<file path="config.mk">
export PLATFORM = sky130hd
export DESIGN_NAME = scan_chan_router
export DESIGN_NICKNAME = d
export VERILOG_FILES = /design/src/rtl/scr_pkg.sv /design/src/rtl/scr_ctrl.sv /design/src/rtl/scr_demux.sv /design/src/rtl/scr_route.sv /design/src/rtl/scr_datapath.sv /design/src/rtl/scan_chan_router.sv
export SDC_FILE = /design/constraint.sdc
export NUM_CORES = 1
export LEC_CHECK = 0
export BUFFER_PORTS_ARGS = -buffer_cell sky130_fd_sc_hd__buf_4
export CAP_MARGIN = 20
export CORE_UTILIZATION = 52
export CTS_CLUSTER_SIZE = 8
export DETAILED_ROUTE_END_ITERATION = 10
export PLACE_DENSITY = 0.8
export SLEW_MARGIN = 10
export SYNTH_ARGS = -nofsm -noshare
export SYNTH_HDL_FRONTEND = slang
export SYNTH_SLANG_ARGS = --single-unit
</file>
<file path="constraint.sdc">
create_clock -name clk -period 1.5 [get_ports clk]
set_input_delay 0.15 -clock clk [delete_from_list [all_inputs] [get_ports clk]]
set_output_delay 0.15 -clock clk [all_outputs]
set_load 0.05 [all_outputs]
</file>
<file path="src/rtl/scr_pkg.sv">
package scr_pkg;

  // Strobes from the configuration control to the routing datapath
  typedef struct packed {
    logic load;   // copy the shadow chain into the active addresses
  } strobes_t;

  // Number of selector legs that feed core input j
  function automatic int legsOf(int j, int orLow, int fanIn);
    return (j < orLow) ? fanIn : 1;
  endfunction

  // Terminal number of leg f of core input j
  function automatic int termOf(int j, int f, int orLow, int fanIn);
    return (j < orLow) ? (j * fanIn + f) : (orLow * fanIn + (j - orLow));
  endfunction

  // Selector (channel) that serves terminal t of core c
  function automatic int demuxOf(int c, int t, int chNum);
    return (c + t) % chNum;
  endfunction

endpackage

</file>
<file path="src/rtl/scr_ctrl.sv">
module scr_ctrl
  import scr_pkg::*;
#(
  parameter int CH_NUM   = 4,
  parameter int CORE_NUM = 3
) (
  input  logic                                        clk,
  input  logic                                        rstN,
  input  logic                                        cfgShiftEn,
  input  logic                                        cfgSerIn,
  input  logic                                        cfgUpdate,
  output logic [CH_NUM*$clog2(CORE_NUM+1)-1:0]        shadowBits,
  output strobes_t                                    strobe
);
  localparam int ADDR_W  = $clog2(CORE_NUM + 1);
  localparam int CHAIN_W = CH_NUM * ADDR_W;

  // Shadow chain: new bits enter at the top and move toward bit 0
  always_ff @(posedge clk) begin
    if (!rstN) begin
      shadowBits <= '0;
    end else if (cfgShiftEn) begin
      shadowBits <= {cfgSerIn, shadowBits[CHAIN_W-1:1]};
    end
  end

  always_comb begin
    strobe      = '0;
    strobe.load = cfgUpdate;
  end

endmodule

</file>
<file path="src/rtl/scr_demux.sv">
module scr_demux #(
  parameter int DEST_NUM = 3,
  parameter int ADDR_W   = 2
) (
  input  logic                chanBit,
  input  logic [ADDR_W-1:0]   sel,
  output logic [DEST_NUM-1:0] dest
);
  // Unselected outputs and out-of-range selects give 0
  always_comb begin
    for (int c = 0; c < DEST_NUM; c++) begin
      dest[c] = chanBit & (sel == ADDR_W'(c));
    end
  end
endmodule

</file>
<file path="src/rtl/scr_route.sv">
module scr_route
  import scr_pkg::*;
#(
  parameter int CH_NUM       = 4,
  parameter int CORE_NUM     = 3,
  parameter int CORE_IN      = 3,
  parameter int OR_LOW       = 1,
  parameter int OR_FANIN     = 2,
  parameter int BCAST_COPIES = 2
) (
  input  logic [CH_NUM*CORE_NUM-1:0]                       demuxOut,
  output logic [(CORE_NUM-1+BCAST_COPIES)*CORE_IN-1:0]     coreData
);
  localparam int PHYS_NUM  = CORE_NUM - 1 + BCAST_COPIES;
  localparam int LOGIC_W   = CORE_NUM * CORE_IN;

  logic [LOGIC_W-1:0] logicIn;

  // Gather each logical core input from its legs; multi-leg inputs are OR gates
  always_comb begin
    logicIn = '0;
    for (int c = 0; c < CORE_NUM; c++) begin
      for (int j = 0; j < CORE_IN; j++) begin
        for (int f = 0; f < OR_FANIN; f++) begin
          if (f < legsOf(j, OR_LOW, OR_FANIN)) begin
            logicIn[c*CORE_IN + j] = logicIn[c*CORE_IN + j] |
              demuxOut[demuxOf(c, termOf(j, f, OR_LOW, OR_FANIN), CH_NUM) * CORE_NUM + c];
          end
        end
      end
    end
  end

  // Physical ports past the last logical core mirror it (broadcast copies)
  for (genvar p = 0; p < PHYS_NUM; p++) begin : g_phys
    localparam int SRC = (p < CORE_NUM) ? p : CORE_NUM - 1;
    assign coreData[p*CORE_IN +: CORE_IN] = logicIn[SRC*CORE_IN +: CORE_IN];
  end

endmodule

</file>
<file path="src/rtl/scr_datapath.sv">
module scr_datapath
  import scr_pkg::*;
#(
  parameter int CH_NUM       = 4,
  parameter int CORE_NUM     = 3,
  parameter int CORE_IN      = 3,
  parameter int OR_LOW       = 1,
  parameter int OR_FANIN     = 2,
  parameter int BCAST_COPIES = 2
) (
  input  logic                                           clk,
  input  logic                                           rstN,
  input  strobes_t                                       strobe,
  input  logic [CH_NUM*$clog2(CORE_NUM+1)-1:0]           shadowBits,
  input  logic [CH_NUM-1:0]                              chanIn,
  output logic [CH_NUM*$clog2(CORE_NUM+1)-1:0]           activeAddr,
  output logic [CH_NUM*CORE_NUM-1:0]                     demuxOut,
  output logic [(CORE_NUM-1+BCAST_COPIES)*CORE_IN-1:0]   coreData
);
  localparam int ADDR_W  = $clog2(CORE_NUM + 1);
  localparam int CHAIN_W = CH_NUM * ADDR_W;
  localparam logic [ADDR_W-1:0]  PARK     = ADDR_W'(CORE_NUM);
  localparam logic [CHAIN_W-1:0] PARK_ALL = {CH_NUM{PARK}};

  // Active addresses: held for a pattern group, replaced only on load
  always_ff @(posedge clk) begin
    if (!rstN) begin
      activeAddr <= PARK_ALL;
    end else if (strobe.load) begin
      activeAddr <= shadowBits;
    end
  end

  for (genvar d = 0; d < CH_NUM; d++) begin : g_dmx
    scr_demux #(
      .DEST_NUM (CORE_NUM),
      .ADDR_W   (ADDR_W)
    ) u_dmx (
      .chanBit (chanIn[d]),
      .sel     (activeAddr[d*ADDR_W +: ADDR_W]),
      .dest    (demuxOut[d*CORE_NUM +: CORE_NUM])
    );
  end

  scr_route #(
    .CH_NUM       (CH_NUM),
    .CORE_NUM     (CORE_NUM),
    .CORE_IN      (CORE_IN),
    .OR_LOW       (OR_LOW),
    .OR_FANIN     (OR_FANIN),
    .BCAST_COPIES (BCAST_COPIES)
  ) u_route (
    .demuxOut (demuxOut),
    .coreData (coreData)
  );

endmodule

</file>
<file path="src/rtl/scan_chan_router.sv">
module scan_chan_router
  import scr_pkg::*;
#(
  parameter int CH_NUM       = 4,  // tester input channels; must cover every terminal of a core
  parameter int CORE_NUM     = 3,  // distinct logical cores
  parameter int CORE_IN      = 3,  // decompressor inputs per core
  parameter int OR_LOW       = 1,  // low-order inputs built as OR gates
  parameter int OR_FANIN     = 2,  // legs per OR-gated input
  parameter int BCAST_COPIES = 2   // physical copies of the last core
) (
  input  logic                                           clk,
  input  logic                                           rstN,
  input  logic [CH_NUM-1:0]                              chanIn,
  input  logic                                           cfgShiftEn,
  input  logic                                           cfgSerIn,
  input  logic                                           cfgUpdate,
  output logic [(CORE_NUM-1+BCAST_COPIES)*CORE_IN-1:0]   coreData
);
  localparam int ADDR_W  = $clog2(CORE_NUM + 1);
  localparam int CHAIN_W = CH_NUM * ADDR_W;

  strobes_t                    strobe;
  logic [CHAIN_W-1:0]          shadowBits;
  logic [CHAIN_W-1:0]          activeAddr;
  logic [CH_NUM*CORE_NUM-1:0]  demuxOut;

  scr_ctrl #(
    .CH_NUM   (CH_NUM),
    .CORE_NUM (CORE_NUM)
  ) u_ctrl (
    .clk        (clk),
    .rstN       (rstN),
    .cfgShiftEn (cfgShiftEn),
    .cfgSerIn   (cfgSerIn),
    .cfgUpdate  (cfgUpdate),
    .shadowBits (shadowBits),
    .strobe     (strobe)
  );

  scr_datapath #(
    .CH_NUM       (CH_NUM),
    .CORE_NUM     (CORE_NUM),
    .CORE_IN      (CORE_IN),
    .OR_LOW       (OR_LOW),
    .OR_FANIN     (OR_FANIN),
    .BCAST_COPIES (BCAST_COPIES)
  ) u_dp (
    .clk        (clk),
    .rstN       (rstN),
    .strobe     (strobe),
    .shadowBits (shadowBits),
    .chanIn     (chanIn),
    .activeAddr (activeAddr),
    .demuxOut   (demuxOut),
    .coreData   (coreData)
  );

endmodule

</file>
==> metrics.yaml, run 1 <==
logic_synthesis:
  synthesis.nets: 80
  post_synth_num_cell_types: 16
  postSynthAreaPerCell_um2: 9.99
  ys_warn_count: 0
  syn_inst: 71
  syn-cell-area_um2: 709
  ys_seq_elements: 16
  ys_seq_area_share_pct: 45.1
clocking:
  clk-insertion-delay-late_ns: 0.28
  cts.clk_slew.worst_paths_ns: 0.09
  h-tree-depth: 1
  clock-sinks: 16
  cts_made_buffers: 3
  clockBufferDepth: 2
  cts_setup_buffers: 0
  tritoncts: "yes"
  hold_buffers: 0
  root_buffer: "clkbuf_4"
  postCtsResizedCells: 0
pwr:
  p_per_area_mw_per_mm2: 1050
  peakVddDrop_mv: 0.621
  leakage_nw: 0.425
routing:
  firstDrtPassIters: 4
  drcViolationCount: 0
  avgRoutedWirePerCell_um: 11.6
  drt_iter0_drc: 3
  vias_per_cell: 4.97
  wirelength_um: 1200
  drt.antenna.violating_nets: 0
  vias: 512
worst_setup_path:
  cp_data_arrival_time_ns: 1.15
  crit_family: "flip-flops"
  startpoint_type: "flip-flop"
  crit_buf_inv: 1
  critPathKind: "reg2out"
  critPathMaxStageDelay_ns: 0.36
  crit_path_max_fanout: 4
  critPathSlowestCell: "dfxtp_1"
  crit_path_end_kind: "output pin"
  cp_cell_sequence: "o32ai_2 -> buf_4"
  worstPathRequired_ns: 1.35
die:
  die-area_mm2: 0.00152
  die_w_um: 38.9
  die_y_um: 38.9
  coreArea_mm2: 0.00119
  pin_count: 21
  initial_utilization_pct: 59.8
  row_count: 12
cells_and_area:
  area_growth_pct: 23.5
  fin_cells: 103
  layout-drive-gt1-share_pct: 30.3
  final_nets: 99
  antenna_cells: 0
timing:
  tightest_slew_ns: 0.202
  skew_ns: 0.000927
  finalSetupViolations: 0
  tns_ns: 0
  finalHoldViolCount: 0
  grt_setup_unrepaired: "no"
  timing.final.crit_share_pct: 86.9
  clock.fmax_mhz: 767
  maxSlewViolCount: 0
  slew_headroom_pct: 86.5
  min_period_ns: 1.30
worst_hold_path:
  min_path_type: "in2reg"
place:
  io_buffers: 20
  hpwlAfterDp_um: 885
  routabilityCongestion: 0.689
  dp_cells: 99
global_routing:
  grt_max_degree: 17
  grt_pass1_wl_um: 1900
  overflow: 0
  antenna_found_initial: 0
  grt_pass1_vias: 440
  grt_util_all_layers_pct: 19.1
run_status:
  outcome: "complete, no violations"
flow_run:
  maxCapViolations: 0
==> cells in the final DEF (no fill, tap or decap), types with 2 or more instances in the layout <==
master,synthesis,layout
buf_4,4,20
dfxtp_1,16,16
mux2i_1,15,15
clkbuf_4,0,3
nor2b_1,8,8
nand3b_1,3,3
nand2_1,11,11
inv_1,2,2
==> worst register-to-register path, delay by kind of cell, from the launching register on <==
kind                   cells  cell delay [ns]
DFF                        1             0.35
buffers and inverters      1             0.08
AOI/OAI and AO/OA          1             0.17
==> worst paths after layout <==
path                                      startpoint            endpoint  slack [ns]  cells past startpoint
worst max-delay path              u_dp.activeAddr[2]         coreData[0]        0.20                      2
worst min-delay path                            rstN  u_dp.activeAddr[6]        0.11                      2
worst max register to register    u_dp.activeAddr[0]  u_dp.activeAddr[0]        0.83                      2
worst min register to register  u_ctrl.shadowBits[0]  u_dp.activeAddr[0]        0.49                      2
==> power by group <==
part | internal, mW | total (mW) | switching, mW
sequential | 0.444 | 0.462 | 0.0184
combinational | 0.0678 | 0.173 | 0.105
clock | 0.148 | 0.282 | 0.134
==> per-layer routing <==
metal	vias up	wire length, um	global-route usage, %
met3	2	67	1.73
li1	273	-	-
met2	16	528	29.6
met5	-	0	0
met4	0	8	15.5
met1	221	594	23.8
==> cell usage after synthesis (all sizes together) <==
library cell  number  area share (%)
nor2b              8             7.1
nand2             11             5.8
nor2               2             1.1
o211ai             1             1.1
buf                6             7.4
and3b              1             1.2
mux2i             15              21
nand3b             3             3.2
nand2b             1            0.88
o21ai              1            0.70
and3               1            0.88
o32ai              1             1.2
nor3b              2             2.1
inv                2             1.1
dfxtp             16              45
==> metrics by stage <==
step	hold WS (ns)	utilization (%)	area, um2	total power, mW	setup WS (ns)
finish	0.115	73.8	876	0.917	0.196
global route	0.109	73.8	876	0.954	0.114
CTS	0.107	73.8	876	0.925	0.174
detailed placement	0.406	70.8	840	0.646	0.504
global placement	0.405	70.8	840	0.641	0.538
floorplan	0.278	-	724	0.602	-0.127
==> registers in the layout, indices dropped and copies added, names as in the netlist <==
register / cells
u_ctrl.shadowBits: 8
u_dp.activeAddr: 8
==> logic make-up (layout without fill, tap and decap cells) <==
logic type             count (synthesis)  count (layout)  synth area share [%]
multiplexers                          15              15                  21.2
AND/OR/NAND/NOR                       29              29                  22.2
flip-flops                            16              16                  45.2
buffers and inverters                  8              26                  8.47
AO/OA/AOI/OAI                          3               3                  3.00
==> cell type report <==
| type | count | area, um2 |
|---|---|---|
| Multi-Input combinational cell | 47 | 344 |
| Sequential cell | 16 | 320 |
| Fill cell | 94 | 310 |
| Timing Repair Buffer | 20 | 150 |
| Clock buffer | 4 | 36.3 |
| Tap cell | 14 | 17.5 |
| Inverter | 2 | 7.51 |
Note: power is estimated with default switching activity, not from simulation.
==> run 2, diff against run 1 <==
- ABC_AREA: unset -> 1
- CORE_UTILIZATION: 52 -> 53
- PLACE_DENSITY: 0.8 -> 0.81
==> metrics.yaml, run 2 <==
logic_synthesis:
  syn_inst: 112
  post_synth_num_cell_types: 15
  synth_edf_count: 0
  synth_top_cells_by_count: "nand2_1, dfxtp_1, inv_1, nor2_1, nand3_1"
  synthMuxAreaShare_pct: 0
  synth.most_common_cell: "nand2_1"
  synth-xor-area-share_pct: 0
  ys_seq_area_share_pct: 41.9
  ys_seq_elements: 16
  synthTopCellsByArea: "dfxtp_1, nand2_1, nand3_1, inv_1, nor2_1"
  synthesis.nets: 121
  synth_top_area_cell: "dfxtp_1"
  async_flop_share_pct: 0
  synth_top_area_share_pct: 41.9
  postSynthAreaPerCell_um2: 6.83
  syn-cell-area_um2: 764
  synth_top_family_by_area: "simple AND/OR/NAND/NOR gates"
  synth_adder_area_share_pct: 0
  synthFlopType: "dfxtp_1"
  synth_compound_area_share_pct: 0.655
  ys_warn_count: 0
  synth-simple-area-share_pct: 41.4
timing:
  skew_ns: 0.00267
  setup_ws_ns: 0.204
  min_period_ns: 1.30
  finalHoldViolCount: 0
  timing.final.crit_share_pct: 86.4
  slew_headroom_pct: 88.1
  tightest_slew_ns: 0.178
  maxSlewViolCount: 0
  clock.fmax_mhz: 772
  finalSetupViolations: 0
  grt_setup_unrepaired: "no"
cells_and_area:
  area_growth_pct: 21.8
  fillers: 117
  fin_cells: 143
  final_cell_mix: "nand2_1, buf_4, dfxtp_1"
  antenna_cells: 0
  final_nets: 138
  reg_top3: "u_ctrl.shadowBits (8), u_dp.activeAddr (8)"
  layout-drive-gt1-share_pct: 30.5
  final_common_cell: "nand2_1"
flow_run:
  maxCapViolations: 0
clocking:
  h-tree-depth: 1
  cts.clk_slew.worst_paths_ns: 0.09
  clock-sinks: 16
  hold_buffers: 0
  clockBufferDepth: 2
  cts_made_buffers: 3
  postCtsResizedCells: 0
  cts_setup_buffers: 0
  tritoncts: "yes"
  clk-insertion-delay-late_ns: 0.27
  root_buffer: "clkbuf_4"
place:
  dp_slack_ns: 0.493
  dp_cells: 139
  hpwlAfterDp_um: 968
  io_buffers: 20
  routabilityCongestion: 0.723
die:
  die-area_mm2: 0.00160
  row_count: 13
  pin_count: 21
  die_w_um: 40.0
  initial_utilization_pct: 58.0
  coreArea_mm2: 0.00132
  die_y_um: 40.0
global_routing:
  overflow: 0
  grt_util_all_layers_pct: 17.5
  grt_pass1_wl_um: 1900
  grt_max_degree: 17
  grt_pass1_vias: 522
  antenna_found_initial: 0
worst_setup_path:
  startpoint_type: "flip-flop"
  crit_path_max_fanout: 3
  critPathKind: "reg2out"
  rr_endpoint: "u_ctrl.shadowBits[4]"
  critPathLaunch: "u_dp.activeAddr[1]"
  reg2reg_depth: 4
  r2r-start: "u_ctrl.shadowBits[5]"
  crit_path_end_kind: "output pin"
  worstPathRequired_ns: 1.35
  r2r_setup_slack_ns: 0.83
  cp_data_arrival_time_ns: 1.15
run_status:
  outcome: "complete, no violations"
worst_hold_path:
  hold_depth: 2
  hp-start: "rstN"
  whs_endpoint: "u_dp.activeAddr[6]"
  min_path_type: "in2reg"
routing:
  drt.antenna.violating_nets: 0
  vias_per_cell: 4.60
  vias: 658
  firstDrtPassIters: 3
  drt_iter0_drc: 9
  wirelength_um: 1250
  avgRoutedWirePerCell_um: 8.76
  drcViolationCount: 0
pwr:
  peakVddDrop_mv: 0.833
  p_per_area_mw_per_mm2: 1030
  leakage_nw: 0.487
  p_total_uw: 960
[run 2: cell types whose count changed in the layout (fill, tap and decap cells not counted), sizes merged]
cell and change:
and3 -1, and3b -1, inv +13, mux2i -15, nand2 +26, nand2b -1
nand3 +11, nand3b -2, nor2 +16, nor2b -8, nor3 +4, nor3b -1
o211ai -1, o32ai -1
[run 2: worst max path at each step]
stage	slack (ns)	end
5_1_grt	0.11	coreData[10]
2_1_floorplan	-0.06	coreData[10]
6_report	0.20	coreData[10]
4_1_cts	0.19	coreData[10]
3_3_place_gp	0.56	coreData[10]
3_5_place_dp	0.49	coreData[10]
[run 2: kinds of logic (layout without fill, tap and decap cells)]
logic type	Yosys count	after routing
compound gates	1	1
buf+inv	23	39
flops	16	16
simple gates	72	72
[run 2: power by group]
group	switching (mW)	leakage, nW	internal, mW	total [mW]
registers	0.0282	0.133	0.456	0.484
clock network	0.120	0.0210	0.147	0.267
logic	0.136	0.332	0.0729	0.209
total	0.284	0.487	0.676	0.960
[run 2: per-layer routing]
metal / share of wire, % / global-route usage (%) / up-vias / wire [um]
met5: 0 / 0 / - / 0
met4: 0.96 / 7.76 / 0 / 12
met3: 4.8 / 3.33 / 2 / 60
met2: 48 / 31.0 / 17 / 600
met1: 46 / 20.1 / 275 / 579
li1: - / - / 364 / -
[run 2: cell type report]
cell class	count	area [um2]	area share (%)
multi-input cells	73	349	37.5
well taps	15	18.8	2.02
clock buffers	4	36.3	3.90
flip-flops and latches	16	320	34.4
repair buffers	20	150	16.1
inverters	15	56.3	6.05
[run 2: stage by stage]
step	area [um2]	hold slack, ns	util, %	TNS [ns]
6_report	931	0.163	70.7	0
4_1_cts	931	0.162	70.7	0
3_5_place_dp	895	0.445	67.9	0
3_3_place_gp	895	0.435	67.9	0
5_1_grt	931	0.154	70.7	0
2_1_floorplan	792	0.338	-	-0.0642
[run 2: critical path, cell delays in order (launching register included)]
cell,delay (ns)
dfxtp_1,0.37
inv_1,0.08
nor3_2,0.19
buf_4,0.23
==> run 3, diff against run 2 <==
- CORE_MARGIN: unset -> 5
==> metrics.yaml, run 3 (synthesized netlist as in run 2, its figures left out) <==
routing:
  drt.antenna.violating_nets: 0
  drcViolationCount: 0
  top_layer_used: "met4"
  dr_wl_met3_um: 114
  firstDrtPassIters: 4
  drt_iter0_drc: 10
  vias_per_cell: 4.67
  drt-met1-wl_um: 552
  avgRoutedWirePerCell_um: 9.01
  vias: 663
  routed-wl-met2_um: 600
  wirelength_um: 1280
cells_and_area:
  reg_top3: "u_ctrl.shadowBits (8), u_dp.activeAddr (8)"
  area_growth_pct: 20.0
  final_nets: 138
  fin_cells: 142
  final_common_cell: "nand2_1"
  antenna_cells: 0
  layout-drive-gt1-share_pct: 29.9
  final_cell_mix: "nand2_1, buf_4, dfxtp_1"
die:
  die_w_um: 48.0
  initial_utilization_pct: 57.3
  coreArea_mm2: 0.00133
  die_y_um: 48.0
  die-area_mm2: 0.00230
  row_count: 13
  pin_count: 21
worst_setup_path:
  rr_endpoint: "u_ctrl.shadowBits[0]"
  cp_data_arrival_time_ns: 1.10
  r2r-start: "u_ctrl.shadowBits[1]"
  crit_path_max_fanout: 3
  r2r_setup_slack_ns: 0.86
  startpoint_type: "flip-flop"
  reg2reg_depth: 4
  cp_cell_sequence: "inv_1 -> nor3_2 -> buf_4"
  crit_buf_inv: 2
  critPathSlowestCell: "dfxtp_1"
  crit_family: "flip-flops"
  critPathKind: "reg2out"
  crit_path_end_kind: "output pin"
  worstPathRequired_ns: 1.35
  critPathMaxStageDelay_ns: 0.36
pwr:
  clkPwrFrac_pct: 22.7
  peakVddDrop_mv: 0.596
  pwr-share-comb_pct: 23.1
  p_int_uw: 622
  power_switching_uw: 273
  sw_frac_of_total_pct: 30.5
  leakage_nw: 0.480
  seqPwrFrac_pct: 54.1
  p_per_area_mw_per_mm2: 975
worst_hold_path:
  min_path_type: "in2reg"
  whs_endpoint: "u_dp.activeAddr[6]"
  hold_depth: 3
  hp-start: "cfgUpdate"
clocking:
  clockBufferDepth: 2
  root_buffer: "clkbuf_4"
  h-tree-depth: 1
  cts_made_buffers: 3
  clock-sinks: 16
  clk-insertion-delay-late_ns: 0.26
  cts.clk_slew.worst_paths_ns: 0.08
  hold_buffers: 0
  tritoncts: "yes"
  cts_setup_buffers: 0
  postCtsResizedCells: 0
timing:
  timing.final.crit_share_pct: 83.4
  finalSetupViolations: 0
  grt_setup_unrepaired: "no"
  maxSlewViolCount: 0
  skew_ns: 0.00111
  clock.fmax_mhz: 799
  finalHoldViolCount: 0
  slew_headroom_pct: 88.6
  min_period_ns: 1.25
  tightest_slew_ns: 0.171
  tns_ns: 0
global_routing:
  grt_util_all_layers_pct: 13.0
  antenna_found_initial: 0
  overflow: 0
  grt_pass1_wl_um: 2100
  grt_max_degree: 17
  grt_pass1_vias: 576
place:
  hpwlAfterDp_um: 1020
  dp_cells: 139
  routabilityCongestion: 0.742
  io_buffers: 20
flow_run:
  maxCapViolations: 0
run_status:
  outcome: "complete, no violations"
-- run 3: changes by cell type in the layout (fill, tap and decap cells not counted) --
cell	delta
clkbuf_8	-1
-- run 3: through the flow --
stage	hold WS [ns]	utilization, %	cell area, um2	worst slack [ns]	total power, mW
4_1_cts	0.162	68.8	917	0.227	0.904
3_5_place_dp	0.442	67.1	895	0.528	0.703
3_3_place_gp	0.436	67.1	895	0.557	0.697
2_1_floorplan	0.338	-	792	-0.0642	0.658
6_report	0.164	68.8	917	0.249	0.894
5_1_grt	0.151	68.8	917	0.145	0.952
-- run 3: worst max-delay path by stage --
stage / startpoint / end / slack [ns] / cells after the start
global route: u_dp.activeAddr[1] / coreData[10] / 0.15 / 3
finish: u_dp.activeAddr[1] / coreData[10] / 0.25 / 3
CTS: u_dp.activeAddr[1] / coreData[10] / 0.23 / 3
global placement: u_dp.activeAddr[1] / coreData[10] / 0.56 / 3
floorplan: u_dp.activeAddr[1] / coreData[10] / -0.06 / 3
detailed placement: u_dp.activeAddr[1] / coreData[10] / 0.53 / 3
-- run 3: area by class of cell --
class                   count  area (um2)
inverters                  15        56.3
well taps                  15        18.8
fillers                   126         417
repair buffers             20         150
clock buffers               3        22.5
flip-flops and latches     16         320
multi-input cells          73         349
-- run 3: worst register-to-register path: stages, from the launching register on --
cell     delay [ns]
dfxtp_1        0.37
inv_1          0.05
nand2_1        0.05
nand2_1        0.04
nor2_1         0.08
-- run 3: power by group through the flow --
stage,combinational (mW),clock (mW),sequential (mW)
after floorplan,0.170,0,0.488
after global placement,0.205,0,0.491
after detailed placement,0.209,0,0.494
after CTS,0.210,0.210,0.484
after global routing,0.229,0.234,0.490
final,0.207,0.203,0.484
-- run 3: metal layers --
metal | track usage, % | vias to the layer above
li1 | - | 366
met1 | 14.7 | 278
met2 | 23.0 | 17
met3 | 2.26 | 2
met4 | 6.45 | 0
met5 | 0 | -
